**src/rtl/dma_chan_pkg.sv**
```systemverilog
package dma_chan_pkg;

  localparam logic [1:0] RA_CTL = 2'd0;
  localparam logic [1:0] RA_SRC = 2'd1;
  localparam logic [1:0] RA_DST = 2'd2;
  localparam logic [1:0] RA_CNT = 2'd3;

  // Configuration field order matches control bits 7 down to 2.
  typedef struct packed {
    logic dst_reg;
    logic dst_inc;
    logic src_reg;
    logic src_inc;
    logic demand;
    logic free_run;
  } chan_cfg_t;

  typedef enum logic [1:0] {
    ST_IDLE = 2'd0,
    ST_RD   = 2'd1,
    ST_WR   = 2'd2
  } eng_state_t;

endpackage

```
**src/rtl/dma_chan_regs.sv**
```systemverilog
module dma_chan_regs
  import dma_chan_pkg::*;
#(
  parameter int W = 16
) (
  input  logic         clk,
  input  logic         rst_n,
  input  logic         reg_we,
  input  logic [1:0]   reg_addr,
  input  logic [W-1:0] reg_wdata,
  input  logic         xfer_done,
  input  logic         busy,
  output chan_cfg_t    cfg,
  output logic [W-1:0] src_addr,
  output logic [W-1:0] dst_addr,
  output logic [W-1:0] cnt,
  output logic         go,
  output logic         done,
  output logic [W-1:0] reg_rdata
);

  chan_cfg_t    cfg_q, cfg_d;
  logic [W-1:0] src_q, src_d, dst_q, dst_d, cnt_q, cnt_d;
  logic         go_q, go_d, done_q, done_d;
  logic         ctl_wr, ctl_en, src_en, dst_en, cnt_en, flag_en;

  assign ctl_wr = reg_we && (reg_addr == RA_CTL);

  always_comb begin
    cfg_d  = cfg_q;
    src_d  = src_q;
    dst_d  = dst_q;
    cnt_d  = cnt_q;
    go_d   = go_q;
    done_d = done_q;
    ctl_en = 1'b0;
    src_en = 1'b0;
    dst_en = 1'b0;
    cnt_en = 1'b0;
    flag_en = 1'b0;
    if (reg_we) begin
      unique case (reg_addr)
        RA_CTL: begin
          cfg_d   = chan_cfg_t'(reg_wdata[7:2]);
          go_d    = reg_wdata[0];
          ctl_en  = 1'b1;
          flag_en = 1'b1;
          if (reg_wdata[0]) done_d = 1'b0;
        end
        RA_SRC: begin src_d = reg_wdata; src_en = 1'b1; end
        RA_DST: begin dst_d = reg_wdata; dst_en = 1'b1; end
        default: begin cnt_d = reg_wdata; cnt_en = 1'b1; end
      endcase
    end
    // A completed byte takes priority over a software load.
    if (xfer_done) begin
      src_d  = src_q + {{(W-1){1'b0}}, cfg_q.src_inc};
      dst_d  = dst_q + {{(W-1){1'b0}}, cfg_q.dst_inc};
      cnt_d  = cnt_q - {{(W-1){1'b0}}, 1'b1};
      src_en = 1'b1;
      dst_en = 1'b1;
      cnt_en = 1'b1;
    end
    if (!ctl_wr && go_q && (cnt_q == '0) && !busy) begin
      go_d    = 1'b0;
      done_d  = 1'b1;
      flag_en = 1'b1;
    end
  end

  always_ff @(posedge clk or negedge rst_n) begin
    if (!rst_n) begin
      cfg_q  <= '0;
      src_q  <= '0;
      dst_q  <= '0;
      cnt_q  <= '0;
      go_q   <= 1'b0;
      done_q <= 1'b0;
    end else begin
      if (ctl_en)  cfg_q  <= cfg_d;
      if (src_en)  src_q  <= src_d;
      if (dst_en)  dst_q  <= dst_d;
      if (cnt_en)  cnt_q  <= cnt_d;
      if (flag_en) begin
        go_q   <= go_d;
        done_q <= done_d;
      end
    end
  end

  always_comb begin
    unique case (reg_addr)
      RA_CTL:  reg_rdata = {{(W-8){1'b0}}, cfg_q, done_q, go_q};
      RA_SRC:  reg_rdata = src_q;
      RA_DST:  reg_rdata = dst_q;
      default: reg_rdata = cnt_q;
    endcase
  end

  assign cfg      = cfg_q;
  assign src_addr = src_q;
  assign dst_addr = dst_q;
  assign cnt      = cnt_q;
  assign go       = go_q;
  assign done     = done_q;

endmodule

```
**src/rtl/dma_chan_reqtrack.sv**
```systemverilog
module dma_chan_reqtrack #(
  parameter int PEND_W = 3
) (
  input  logic clk,
  input  logic rst_n,
  input  logic req_in,
  input  logic accept,
  input  logic consume,
  input  logic clear,
  output logic pend_any
);

  localparam logic [PEND_W-1:0] PEND_MAX = {PEND_W{1'b1}};

  logic [PEND_W-1:0] pend_q, pend_d;
  logic              inc, dec, pend_en;

  assign inc = req_in && accept && (pend_q != PEND_MAX);
  assign dec = consume && (pend_q != '0);

  always_comb begin
    pend_d  = pend_q;
    pend_en = 1'b0;
    if (clear) begin
      pend_d  = '0;
      pend_en = 1'b1;
    end else if (inc != dec) begin
      pend_d  = inc ? pend_q + 1'b1 : pend_q - 1'b1;
      pend_en = 1'b1;
    end
  end

  always_ff @(posedge clk or negedge rst_n) begin
    if (!rst_n) pend_q <= '0;
    else if (pend_en) pend_q <= pend_d;
  end

  assign pend_any = (pend_q != '0);

endmodule

```
**src/rtl/dma_chan_engine.sv**
```systemverilog
module dma_chan_engine
  import dma_chan_pkg::*;
#(
  parameter int W      = 16,
  parameter int DW     = 8,
  parameter int RSP_AW = 8
) (
  input  logic          clk,
  input  logic          rst_n,
  input  logic          go,
  input  logic          cnt_zero,
  input  logic          free_run,
  input  logic          demand,
  input  logic          src_reg,
  input  logic          dst_reg,
  input  logic          pend_any,
  input  logic [W-1:0]  src_addr,
  input  logic [W-1:0]  dst_addr,
  input  logic          bus_ack,
  input  logic [DW-1:0] bus_rdata,
  output logic          bus_req,
  output logic          bus_we,
  output logic          bus_space,
  output logic [W-1:0]  bus_addr,
  output logic [DW-1:0] bus_wdata,
  output logic          xfer_done,
  output logic          consume,
  output logic          busy
);

  localparam int HI_W = W - RSP_AW;

  eng_state_t    st_q, st_d;
  logic [DW-1:0] byte_q, byte_d;
  logic          byte_en, start;

  assign start = go && !cnt_zero && (free_run || pend_any);

  always_comb begin
    st_d      = st_q;
    byte_d    = byte_q;
    byte_en   = 1'b0;
    xfer_done = 1'b0;
    consume   = 1'b0;
    unique case (st_q)
      ST_IDLE: if (start) begin
        st_d    = ST_RD;
        consume = !free_run && demand;
      end
      ST_RD: if (bus_ack) begin
        st_d    = ST_WR;
        byte_d  = bus_rdata;
        byte_en = 1'b1;
      end
      default: if (bus_ack) begin
        st_d      = ST_IDLE;
        xfer_done = 1'b1;
      end
    endcase
  end

  always_ff @(posedge clk or negedge rst_n) begin
    if (!rst_n) begin
      st_q   <= ST_IDLE;
      byte_q <= '0;
    end else begin
      st_q <= st_d;
      if (byte_en) byte_q <= byte_d;
    end
  end

  always_comb begin
    bus_req   = (st_q != ST_IDLE);
    bus_we    = (st_q == ST_WR);
    bus_space = bus_we ? dst_reg : src_reg;
    if (bus_we)
      bus_addr = dst_reg ? {{HI_W{1'b0}}, dst_addr[RSP_AW-1:0]} : dst_addr;
    else
      bus_addr = src_reg ? {{HI_W{1'b0}}, src_addr[RSP_AW-1:0]} : src_addr;
  end

  assign bus_wdata = byte_q;
  assign busy      = (st_q != ST_IDLE);

endmodule

```
**src/rtl/dma_demand_chan.sv**
```systemverilog
module dma_demand_chan
  import dma_chan_pkg::*;
#(
  parameter int W      = 16,
  parameter int DW     = 8,
  parameter int RSP_AW = 8,
  parameter int PEND_W = 3
) (
  input  logic          clk,
  input  logic          rst_n,
  input  logic          reg_we,
  input  logic [1:0]    reg_addr,
  input  logic [W-1:0]  reg_wdata,
  output logic [W-1:0]  reg_rdata,
  input  logic          periph_req,
  output logic          bus_req,
  output logic          bus_we,
  output logic          bus_space,
  output logic [W-1:0]  bus_addr,
  output logic [DW-1:0] bus_wdata,
  input  logic          bus_ack,
  input  logic [DW-1:0] bus_rdata,
  output logic          done
);

  chan_cfg_t    cfg;
  logic [W-1:0] src_q, dst_q, cnt_q;
  logic         go_q, xfer_done, busy, consume, pend_any;

  dma_chan_regs #(.W(W)) u_regs (
    .clk       (clk),
    .rst_n     (rst_n),
    .reg_we    (reg_we),
    .reg_addr  (reg_addr),
    .reg_wdata (reg_wdata),
    .xfer_done (xfer_done),
    .busy      (busy),
    .cfg       (cfg),
    .src_addr  (src_q),
    .dst_addr  (dst_q),
    .cnt       (cnt_q),
    .go        (go_q),
    .done      (done),
    .reg_rdata (reg_rdata)
  );

  dma_chan_reqtrack #(.PEND_W(PEND_W)) u_req (
    .clk      (clk),
    .rst_n    (rst_n),
    .req_in   (periph_req),
    .accept   (go_q && !cfg.free_run),
    .consume  (consume),
    .clear    (!go_q),
    .pend_any (pend_any)
  );

  dma_chan_engine #(.W(W), .DW(DW), .RSP_AW(RSP_AW)) u_eng (
    .clk       (clk),
    .rst_n     (rst_n),
    .go        (go_q),
    .cnt_zero  (cnt_q == '0),
    .free_run  (cfg.free_run),
    .demand    (cfg.demand),
    .src_reg   (cfg.src_reg),
    .dst_reg   (cfg.dst_reg),
    .pend_any  (pend_any),
    .src_addr  (src_q),
    .dst_addr  (dst_q),
    .bus_ack   (bus_ack),
    .bus_rdata (bus_rdata),
    .bus_req   (bus_req),
    .bus_we    (bus_we),
    .bus_space (bus_space),
    .bus_addr  (bus_addr),
    .bus_wdata (bus_wdata),
    .xfer_done (xfer_done),
    .consume   (consume),
    .busy      (busy)
  );

endmodule

```
**config.mk**
```make
export PLATFORM = sky130hd
export DESIGN_NAME = dma_demand_chan
export DESIGN_NICKNAME = d
export VERILOG_FILES = /design/src/rtl/dma_chan_pkg.sv /design/src/rtl/dma_chan_regs.sv /design/src/rtl/dma_chan_reqtrack.sv /design/src/rtl/dma_chan_engine.sv /design/src/rtl/dma_demand_chan.sv
export SDC_FILE = /design/constraint.sdc
export NUM_CORES = 1
export LEC_CHECK = 0
export ABC_AREA = 0
export BUFFER_PORTS_ARGS = -buffer_cell sky130_fd_sc_hd__buf_4
export CORE_ASPECT_RATIO = 2
export CORE_UTILIZATION = 57
export DETAILED_ROUTE_END_ITERATION = 8
export PLACE_DENSITY_LB_ADDON = 0.15
export SYNTH_ARGS = -nofsm -noshare
export SYNTH_HDL_FRONTEND = slang
export SYNTH_SLANG_ARGS = --single-unit
```
**constraint.sdc**
```tcl
create_clock -name clk -period 1.96 [get_ports clk]
set_input_delay 0.294 -clock clk [delete_from_list [all_inputs] [get_ports clk]]
set_output_delay 0.294 -clock clk [all_outputs]
set_load 0.01 [all_outputs]
```
==> flow_summary.json, run 1 <==
{
  "status": "finished clean",
  "rsz0062_at_grt": "true",
  "grt_pass1_wl_mm": 22.3,
  "vdd.ir_drop.worst_v": 0.000951,
  "fmax_mhz": 526,
  "critPathCaptureType": "primary output",
  "slowest_delay_ns": 0.54,
  "slowest_stage": "mux4_1",
  "relSlewSlack_pct": 67.2,
  "diodes": 0,
  "wirelength_mm": 14.4,
  "antenna_found_initial": 0,
  "hold_viol": 0,
  "yosysMostFrequentCell": "dfrtp_1",
  "viasPerCell": 6.59,
  "final.fill_count": 565,
  "initial_utilization_pct": 58.3,
  "post-synth-top-area-cell": "dfrtp_1",
  "globalplace.congestion": 0.968,
  "dp_hpwl_mm": 10.8,
  "startpoint_type": "register",
  "critPathBufInv": 2,
  "synth_area_per_cell_sq_um": 9.60,
  "synth_fp_nets": 496,
  "ys_types": 60,
  "cts_tree": "done",
  "register_area_sq_um": 1730,
  "vias": 4314,
  "whs_ns": 0.183,
  "cp.required_ns": 1.67,
  "grt_pass1_vias": 4228,
  "yosysTopAreaCellShare_pct": 39.3,
  "synthCells": 458,
  "die_area_sq_um": 8090,
  "synthesis.area_sq_um": 4400,
  "cap_violations": 0,
  "cpLargestDelayFamily": "multiplexers",
  "worst_ep_arrival_time_ns": 1.61,
  "clk_pin_slew_ns": 0.05,
  "crit_start": "u_regs.cnt[0]$_DFFE_PN0P_",
  "final_max_slew_viol_count": 0,
  "first_iter_violations": 357,
  "multi_input_area_sq_um": 2560,
  "tightest_slew_ns": 0.490,
  "cts.sinks": 69,
  "portBuffers": 74,
  "rows": 45,
  "antenna_left": 0,
  "die_h_microns": 126,
  "clk_latency_ns": 0.34,
  "crit_path_max_fanout": 5,
  "grt_util_all_layers_pct": 38.1,
  "cts-buffers-inserted": 9,
  "cp_common_cell": "buf_4",
  "post-route-min-period_ns": 1.90,
  "yosysWarnings": 0,
  "layout-drive-gt1-share_pct": 34.8,
  "rr_startpoint": "u_regs.cfg[2]$_DFFE_PN0P_",
  "total_power_w": 0.00780,
  "core_sq_um": 7540,
  "dp_cells": 636,
  "synth_edf_count": 0,
  "min_from": "bus_rdata[2]",
  "root_buffer": "clkbuf_16",
  "setup-violations-final": 0,
  "netlist_top_cells_count": "69 x dfrtp_1, 46 x nand2_1, 44 x nor2_1",
  "syn_to_final_growth_pct": 27.5,
  "clockBufferDepth": 2,
  "drc": 0,
  "hold_path.class": "in2reg",
  "layout.nets": 594,
  "post_drt_wl_per_cell_microns": 21.9,
  "worstPathCellList": "buf_4 -> mux4_1 -> buf_4",
  "ys_seq_area_share_pct": 39.3,
  "p_leak_nw": 2.43,
  "criticalPathCategory": "reg2out",
  "skew_ns": 0.00794,
  "power.density_nw_per_um2": 1390,
  "synth.area.top_cells": "dfrtp_1 39%, mux2_2 7.7%, nand2_1 3.9%, nor2_1 3.8%, mux4_2 3.6%",
  "grt_max_degree": 35,
  "synth_ff_type": "dfrtp_1",
  "async_flop_share_pct": 100,
  "post_layout_nonfiller_instances": 655,
  "die_x_microns": 64.1,
  "grt-ovfl-total": 0,
  "first_pass_iters": 7,
  "synth_seq_cells": 69,
  "min_period_over_period_pct": 97.0,
  "htreeDepth": 3,
  "pin_count": 75
}
[repair_timing]
action,4_1_cts,5_1_grt
resized for setup,1,10
buffers inserted,0,2
hold buffers,1,0
endpoints found under the hold margin,32,0
pin swaps,1,5
endpoints found under the setup margin,1,19
[final timing paths]
kind                                                    to  slack (ns)  cells past startpoint
setup / recovery                              reg_rdata[0]        0.06                      3
hold / removal              u_eng.bus_wdata[2]$_DFFE_PN0P_        0.18                      2
setup reg to reg           u_regs.src_addr[14]$_DFFE_PN0P_        0.08                      7
hold reg to reg             u_eng.bus_wdata[2]$_DFFE_PN0P_        0.51                      1
max in group asynchronous   u_regs.dst_addr[1]$_DFFE_PN0P_        0.97                      3
min in group asynchronous       u_regs.cnt[13]$_DFFE_PN0P_        0.44                      2
[power breakdown]
group | internal, W | switching [W] | leakage, nW
clock | 0.00101 | 0.000607 | 0.149
sequential | 0.00194 | 0.000652 | 0.792
combinational | 0.00179 | 0.00180 | 1.48
total | 0.00474 | 0.00306 | 2.43
[placed cells by master (no fill, tap or decap), drive strengths merged, types with 3 or more instances in the layout]
| master | Yosys | final |
|---|---|---|
| inv | 12 | 12 |
| nand3b | 9 | 9 |
| dfrtp | 69 | 69 |
| and2 | 3 | 3 |
| nand2b | 11 | 11 |
| o21a | 3 | 3 |
| and3 | 8 | 8 |
| nand4 | 9 | 9 |
| o221a | 11 | 11 |
| mux2i | 11 | 11 |
| clkinv | 0 | 4 |
| o311ai | 3 | 3 |
| clkbuf | 12 | 11 |
| nor2 | 45 | 45 |
| a22o | 8 | 8 |
| mux2 | 30 | 30 |
| a21oi | 24 | 24 |
| mux4 | 8 | 8 |
| ha | 6 | 6 |
| a311oi | 8 | 8 |
| nand2 | 46 | 46 |
| o21ai | 25 | 25 |
| o22ai | 3 | 3 |
| a211oi | 12 | 12 |
| buf | 12 | 110 |
| nor3 | 12 | 12 |
| and4 | 5 | 5 |
| nand3 | 23 | 23 |
[cells by family after synthesis]
logic type	Yosys count	synth area share, %
compound gates	112	18.2
xor+xnor	1	0.199
fa+ha+maj	7	2.16
buf+inv	36	3.53
flops	69	39.3
mux	49	14.4
simple gates	184	22.3
[area by class of cell]
| type | count | share of cell area, % |
|---|---|---|
| clock buffer | 11 | 4.33 |
| clock inverter | 5 | 0.893 |
| inverter | 12 | 0.804 |
| multi-input combinational | 353 | 45.6 |
| sequential | 69 | 30.8 |
| tap | 94 | 2.10 |
| timing repair buffer | 111 | 15.4 |
[flip-flops by register name, indices dropped and copies added, names as in the netlist]
name,flops
u_regs.dst_addr,16
u_regs.cfg,6
u_eng.bus_wdata,8
u_regs.go,1
u_regs.done,1
u_eng.st_q,2
u_req.pend_q,3
u_regs.src_addr,16
u_regs.cnt,16
[per-layer routing]
layer	vias up	track usage (%)	wire length (microns)	part of all wire, %
li1	1921	-	-	-
met1	2039	40.1	4720	33
met2	271	64.1	7390	51
met3	83	6.88	908	6.3
met4	0	32.3	1360	9.4
met5	-	0	0	0
[metrics by stage]
| stage | instance area [sq um] | setup WS, ns | TNS [ns] | utilization (%) |
|---|---|---|---|---|
| final | 5600 | 0.0590 | 0 | 74.3 |
| after global routing | 5600 | -0.0214 | -0.0360 | 74.3 |
| after CTS | 5540 | 0.00729 | 0 | 73.5 |
| after detailed placement | 5240 | -0.0149 | -0.0149 | 69.4 |
| after global placement | 5240 | 0.100 | 0 | 69.4 |
| after floorplan | 4400 | 0.178 | 0 | - |
Power figures use the tool's default switching activity.
==> run 2, diff against run 1 <==
- RECOVER_POWER: not set -> 100
==> run 2 against run 1 <==
Effect of this change: sequential cell count unchanged; setup slack about the same; clock-buffer cell count unchanged; worst hold slack got worse by 0.0013 ns; global-route usage unchanged; utilization decreased by 0.99 points; critical path type unchanged.
==> flow_summary.json, run 2 (synthesized netlist as in run 1, its figures left out) <==
{
  "whs_ns": 0.182,
  "root_buffer": "clkbuf_16",
  "hold_path.class": "in2reg",
  "rr_startpoint": "u_regs.cfg[2]$_DFFE_PN0P_",
  "startpoint_type": "register",
  "r2r_setup_slack_ns": 0.08,
  "slowest_delay_ns": 0.44,
  "p_leak_nw": 2.36,
  "diodes": 0,
  "first_iter_violations": 408,
  "cpLargestDelayFamily": "flip-flops",
  "status": "finished clean",
  "die_x_microns": 64.1,
  "holdPathStages": 2,
  "critPathCaptureType": "primary output",
  "drc": 0,
  "globalplace.congestion": 0.968,
  "vdd.ir_drop.worst_v": 0.000912,
  "antenna_left": 0,
  "relSlewSlack_pct": 43.6,
  "slowest_stage": "dfrtp_1",
  "hold_viol": 0,
  "fmax_mhz": 526,
  "vias": 4347,
  "layout-drive-gt1-share_pct": 32.1,
  "post_drt_wl_per_cell_microns": 22.0,
  "tightest_slew_ns": 0.846,
  "dp_cells": 636,
  "min_period_over_period_pct": 97.0,
  "total_power_w": 0.00771,
  "htreeDepth": 3,
  "critPathBufInv": 2,
  "core_sq_um": 7540,
  "mostFrequentLayoutCells": "91 x buf_4, 69 x dfrtp_1, 46 x nand2_1, 43 x nor2_1, 30 x mux2_2",
  "rows": 45,
  "syn_to_final_growth_pct": 25.8,
  "min_from": "bus_rdata[2]",
  "hold_end": "u_eng.bus_wdata[2]$_DFFE_PN0P_",
  "power.density_nw_per_um2": 1390,
  "first_pass_iters": 5,
  "post-route-min-period_ns": 1.90,
  "r2r_end": "u_regs.src_addr[14]$_DFFE_PN0P_",
  "grt-ovfl-total": 0,
  "crit_path_max_fanout": 19,
  "clk_latency_ns": 0.34,
  "cp.required_ns": 1.67,
  "viasPerCell": 6.64,
  "grt_pass1_wl_mm": 22.3,
  "cts_tree": "done",
  "clk_pin_slew_ns": 0.05,
  "grt_pass1_vias": 4228,
  "setup-violations-final": 0,
  "pin_count": 75,
  "worstPathCellList": "nand2_1 -> buf_6 -> mux2_2 -> buf_4",
  "finish.utilization_pct": 73.3,
  "final_area_sq_um": 5530,
  "layout.nets": 594,
  "die_area_sq_um": 8090,
  "antenna_found_initial": 0,
  "clockBufferDepth": 2,
  "criticalPathCategory": "reg2out",
  "cap_violations": 0,
  "die_h_microns": 126,
  "worst_ep_arrival_time_ns": 1.61,
  "post_layout_nonfiller_instances": 655,
  "final_common_cell": "buf_4",
  "r2r_cells": 7,
  "wirelength_mm": 14.4,
  "initial_utilization_pct": 58.3,
  "dp_hpwl_mm": 10.8,
  "rsz0062_at_grt": "true",
  "grt_util_all_layers_pct": 38.1,
  "cts.sinks": 69,
  "skew_ns": 0.00741,
  "grt_max_degree": 35,
  "final_max_slew_viol_count": 0,
  "cts-buffers-inserted": 9,
  "placed_area_sq_um": 5240,
  "final.fill_count": 584,
  "crit_start": "u_eng.st_q[1]$_DFFE_PN0P_",
  "portBuffers": 74
}
[run 2: worst max path at each step]
stage | endpoint | slack, ns | cells past startpoint
finish | bus_addr[2] | 0.06 | 4
global route | u_req.pend_q[0]$_DFFE_PN0P_ | -0.02 | 5
CTS | u_regs.dst_addr[10]$_DFFE_PN0P_ | 0.007 | 7
detailed placement | u_regs.dst_addr[10]$_DFFE_PN0P_ | -0.01 | 7
global placement | u_regs.src_addr[14]$_DFFE_PN0P_ | 0.10 | 7
floorplan | u_regs.cnt[8]$_DFFE_PN0P_ | 0.18 | 5
[run 2: routing by layer]
metal | vias to the layer above | wire length [microns] | share of wire, % | global-route usage, %
met5 | - | 0 | 0 | 0
met2 | 267 | 7440 | 52 | 64.1
met4 | 0 | 1350 | 9.4 | 32.3
met3 | 80 | 867 | 6.0 | 6.88
met1 | 2077 | 4740 | 33 | 40.1
li1 | 1923 | - | - | -
[run 2: cell type report]
cell class                      count  area, sq um  share of cell area (%)
Timing Repair Buffer              111          795                    14.4
Inverter                           12         45.0                   0.815
Multi-Input combinational cell    353         2550                    46.2
Clock inverter                      5         50.0                   0.905
Clock buffer                       11          243                    4.39
Sequential cell                    69         1730                    31.2
Tap cell                           94          118                    2.13
[run 2: repair_timing]
action,in CTS,in global routing
hold buffers,1,0
pin swaps,1,5
hold endpoints to repair,32,0
gates resized for setup,1,10
setup endpoints to repair,1,19
setup buffers,0,2
[run 2: stage by stage]
stage	worst slack, ns	setup TNS (ns)
6_report	0.0593	0
5_1_grt	-0.0214	-0.0361
4_1_cts	0.00729	0
3_5_place_dp	-0.0149	-0.0149
3_3_place_gp	0.100	0
2_1_floorplan	0.178	0
[run 2: power breakdown]
part           switching (W)  leakage [nW]  internal (W)
sequential          0.000653         0.792       0.00194
combinational        0.00180          1.42       0.00170
clock               0.000607         0.149       0.00101
==> run 3, diff against run 2 <==
- BUFFER_PORTS_ARGS: -buffer_cell sky130_fd_sc_hd__buf_4 -> not set
- CORE_UTILIZATION: 57 -> 64
- DONT_BUFFER_PORTS: not set -> 1
- PLACE_DENSITY: not set -> 0.79
- PLACE_DENSITY_LB_ADDON: 0.15 -> not set
==> run 3 against run 2 <==
Effect of this change: clock skew decreased by 0.00069 ns; critical path depth is 3 higher; setup slack got worse by 0.0019 ns; via count down 7.1%; clock-buffer cell count decreased by 1; sequential cell count stayed put; sequential power is 4% higher; global-route usage rose by 3.1 points; largest cell class unchanged.
==> flow_summary.json, run 3 (synthesized netlist as in run 1, its figures left out) <==
{
  "root_buffer": "clkbuf_16",
  "fin_setup_tns_ns": 0,
  "pre_cts_ws_ns": 0.0248,
  "power.density_nw_per_um2": 1430,
  "final_max_slew_viol_count": 0,
  "p_leak_nw": 1.99,
  "die_h_microns": 119,
  "clk_pin_slew_ns": 0.06,
  "grt_pass1_vias": 4044,
  "criticalPathCategory": "reg2reg",
  "path_depth": 7,
  "wirelength_mm": 13.7,
  "rsz0062_at_grt": "false",
  "cts.sinks": 69,
  "die_x_microns": 60.6,
  "skew_ns": 0.00672,
  "relSlewSlack_pct": 36.1,
  "cp.required_ns": 2.16,
  "finish.utilization_pct": 74.4,
  "post_layout_nonfiller_instances": 570,
  "htreeDepth": 3,
  "cts_tree": "done",
  "setup-violations-final": 0,
  "seq_power_share_pct": 38.4,
  "intPower_w": 0.00418,
  "clockBufferDepth": 2,
  "fmax_mhz": 526,
  "worstPathCellList": "ha_2 -> ha_1 -> and3_4 -> and3_1 -> and3_1 -> a211oi_2 -> a311oi_2",
  "syn_to_final_growth_pct": 12.1,
  "register_area_sq_um": 1730,
  "grt_max_degree": 70,
  "first_iter_violations": 288,
  "clockPowerShare_pct": 25.1,
  "critPathCaptureType": "register",
  "min_period_over_period_pct": 97.1,
  "cpLargestDelayFamily": "simple AND/OR/NAND/NOR gates",
  "layout-drive-gt1-share_pct": 17.8,
  "post_drt_wl_per_cell_microns": 24.0,
  "crit_start": "u_regs.cfg[2]$_DFFE_PN0P_",
  "grt-ovfl-total": 0,
  "crit_end": "u_regs.src_addr[14]$_DFFE_PN0P_",
  "grt_pass1_wl_mm": 21.4,
  "grt_util_all_layers_pct": 41.2,
  "rows": 42,
  "tightest_slew_ns": 0.959,
  "final_common_cell": "dfrtp_1",
  "slowest_delay_ns": 0.40,
  "vias": 4040,
  "multi_input_area_sq_um": 2530,
  "clk_latency_ns": 0.34,
  "crit_path_max_fanout": 4,
  "r2r_end": "u_regs.src_addr[14]$_DFFE_PN0P_",
  "antenna_left": 0,
  "first_pass_iters": 5,
  "portBuffers": 0,
  "netSwitchingFraction_pct": 40.6,
  "fin_ws_ns": 0.0574,
  "initial_utilization_pct": 66.4,
  "startpoint_type": "register",
  "globalplace.congestion": 0.994,
  "viasPerCell": 7.09,
  "drc": 0,
  "postCtsSetupBuffers": 0,
  "r2r_cells": 7,
  "hold_viol": 0,
  "slowest_stage": "dfrtp_1",
  "cp_common_cell": "and3_1",
  "status": "finished clean",
  "rr_startpoint": "u_regs.cfg[2]$_DFFE_PN0P_",
  "final.fill_count": 516,
  "die_area_sq_um": 7220,
  "pin_count": 75,
  "mostFrequentLayoutCells": "69 x dfrtp_1, 46 x nand2_1, 44 x nor2_1, 24 x o21ai_0, 23 x a21oi_1",
  "hold_path.class": "in2reg",
  "r2r_setup_slack_ns": 0.06,
  "layout.nets": 515,
  "critPathBufInv": 0,
  "dp_hpwl_mm": 9.94,
  "cts-buffers-inserted": 9,
  "worst_ep_arrival_time_ns": 2.10,
  "power_frac_comb_pct": 36.5,
  "vdd.ir_drop.worst_v": 0.000975,
  "p_sw_w": 0.00286,
  "core_sq_um": 6620,
  "post-route-min-period_ns": 1.90,
  "diodes": 0,
  "cap_violations": 0,
  "dp_cells": 552,
  "antenna_found_initial": 0
}
[run 3: worst reg2reg max path, cell delays in order (launching register included)]
cell and delay (ns):
dfrtp_1 0.40, ha_2 0.22, ha_1 0.22, and3_4 0.20, and3_1 0.18, and3_1 0.23
a211oi_2 0.24, a311oi_2 0.07
[run 3: how the worst min path moves through the flow]
stage                  from                              to  slack [ns]  cells past startpoint
floorplan             rst_n  u_eng.bus_wdata[0]$_DFFE_PN0P_      -0.002                      0
global placement      rst_n      u_regs.cnt[13]$_DFFE_PN0P_     -0.0002                      0
detailed placement    rst_n      u_regs.cnt[13]$_DFFE_PN0P_     -0.0002                      0
CTS                 bus_ack       u_eng.st_q[0]$_DFFE_PN0P_        0.06                      1
global route        bus_ack       u_eng.st_q[1]$_DFFE_PN0P_        0.06                      1
finish              bus_ack       u_eng.st_q[0]$_DFFE_PN0P_        0.06                      1
[run 3: repair_timing]
| action | CTS | global route |
|---|---|---|
| setup endpoints to repair | 1 | 2 |
| resized for setup | 1 | 5 |
| hold buffers | 2 | 0 |
| pin swaps | 0 | 2 |
| hold endpoints to repair | 69 | 0 |
[run 3: cell type report]
type | count | area share (%)
Inverter | 12 | 0.914
Tap cell | 88 | 2.24
Clock buffer | 10 | 4.85
Multi-Input combinational cell | 353 | 51.3
Timing Repair Buffer | 32 | 3.89
Clock inverter | 6 | 1.75
Sequential cell | 69 | 35.1
[run 3: layer usage]
layer	global-route usage [%]	share of wire [%]
met1	43.3	32
met2	64.7	49
met3	14.3	9.7
met4	30.8	9.3
met5	0	0
[run 3: power groups by stage]
stage / clock network [W] / logic, W / registers [W]
after floorplan: 0 / 0.00193 / 0.00246
after global placement: 0 / 0.00252 / 0.00264
after detailed placement: 0 / 0.00261 / 0.00268
after CTS: 0.00178 / 0.00267 / 0.00266
after global routing: 0.00183 / 0.00283 / 0.00276
final: 0.00176 / 0.00257 / 0.00270
[run 3: metrics by stage]
stage	area (sq um)	hold WS (ns)	power, W
2_1_floorplan	4400	-0.00159	0.00439
3_3_place_gp	4620	-0.000224	0.00516
3_5_place_dp	4620	-0.000188	0.00529
4_1_cts	4990	0.0581	0.00711
5_1_grt	4930	0.0569	0.00743
6_report	4930	0.0579	0.00704
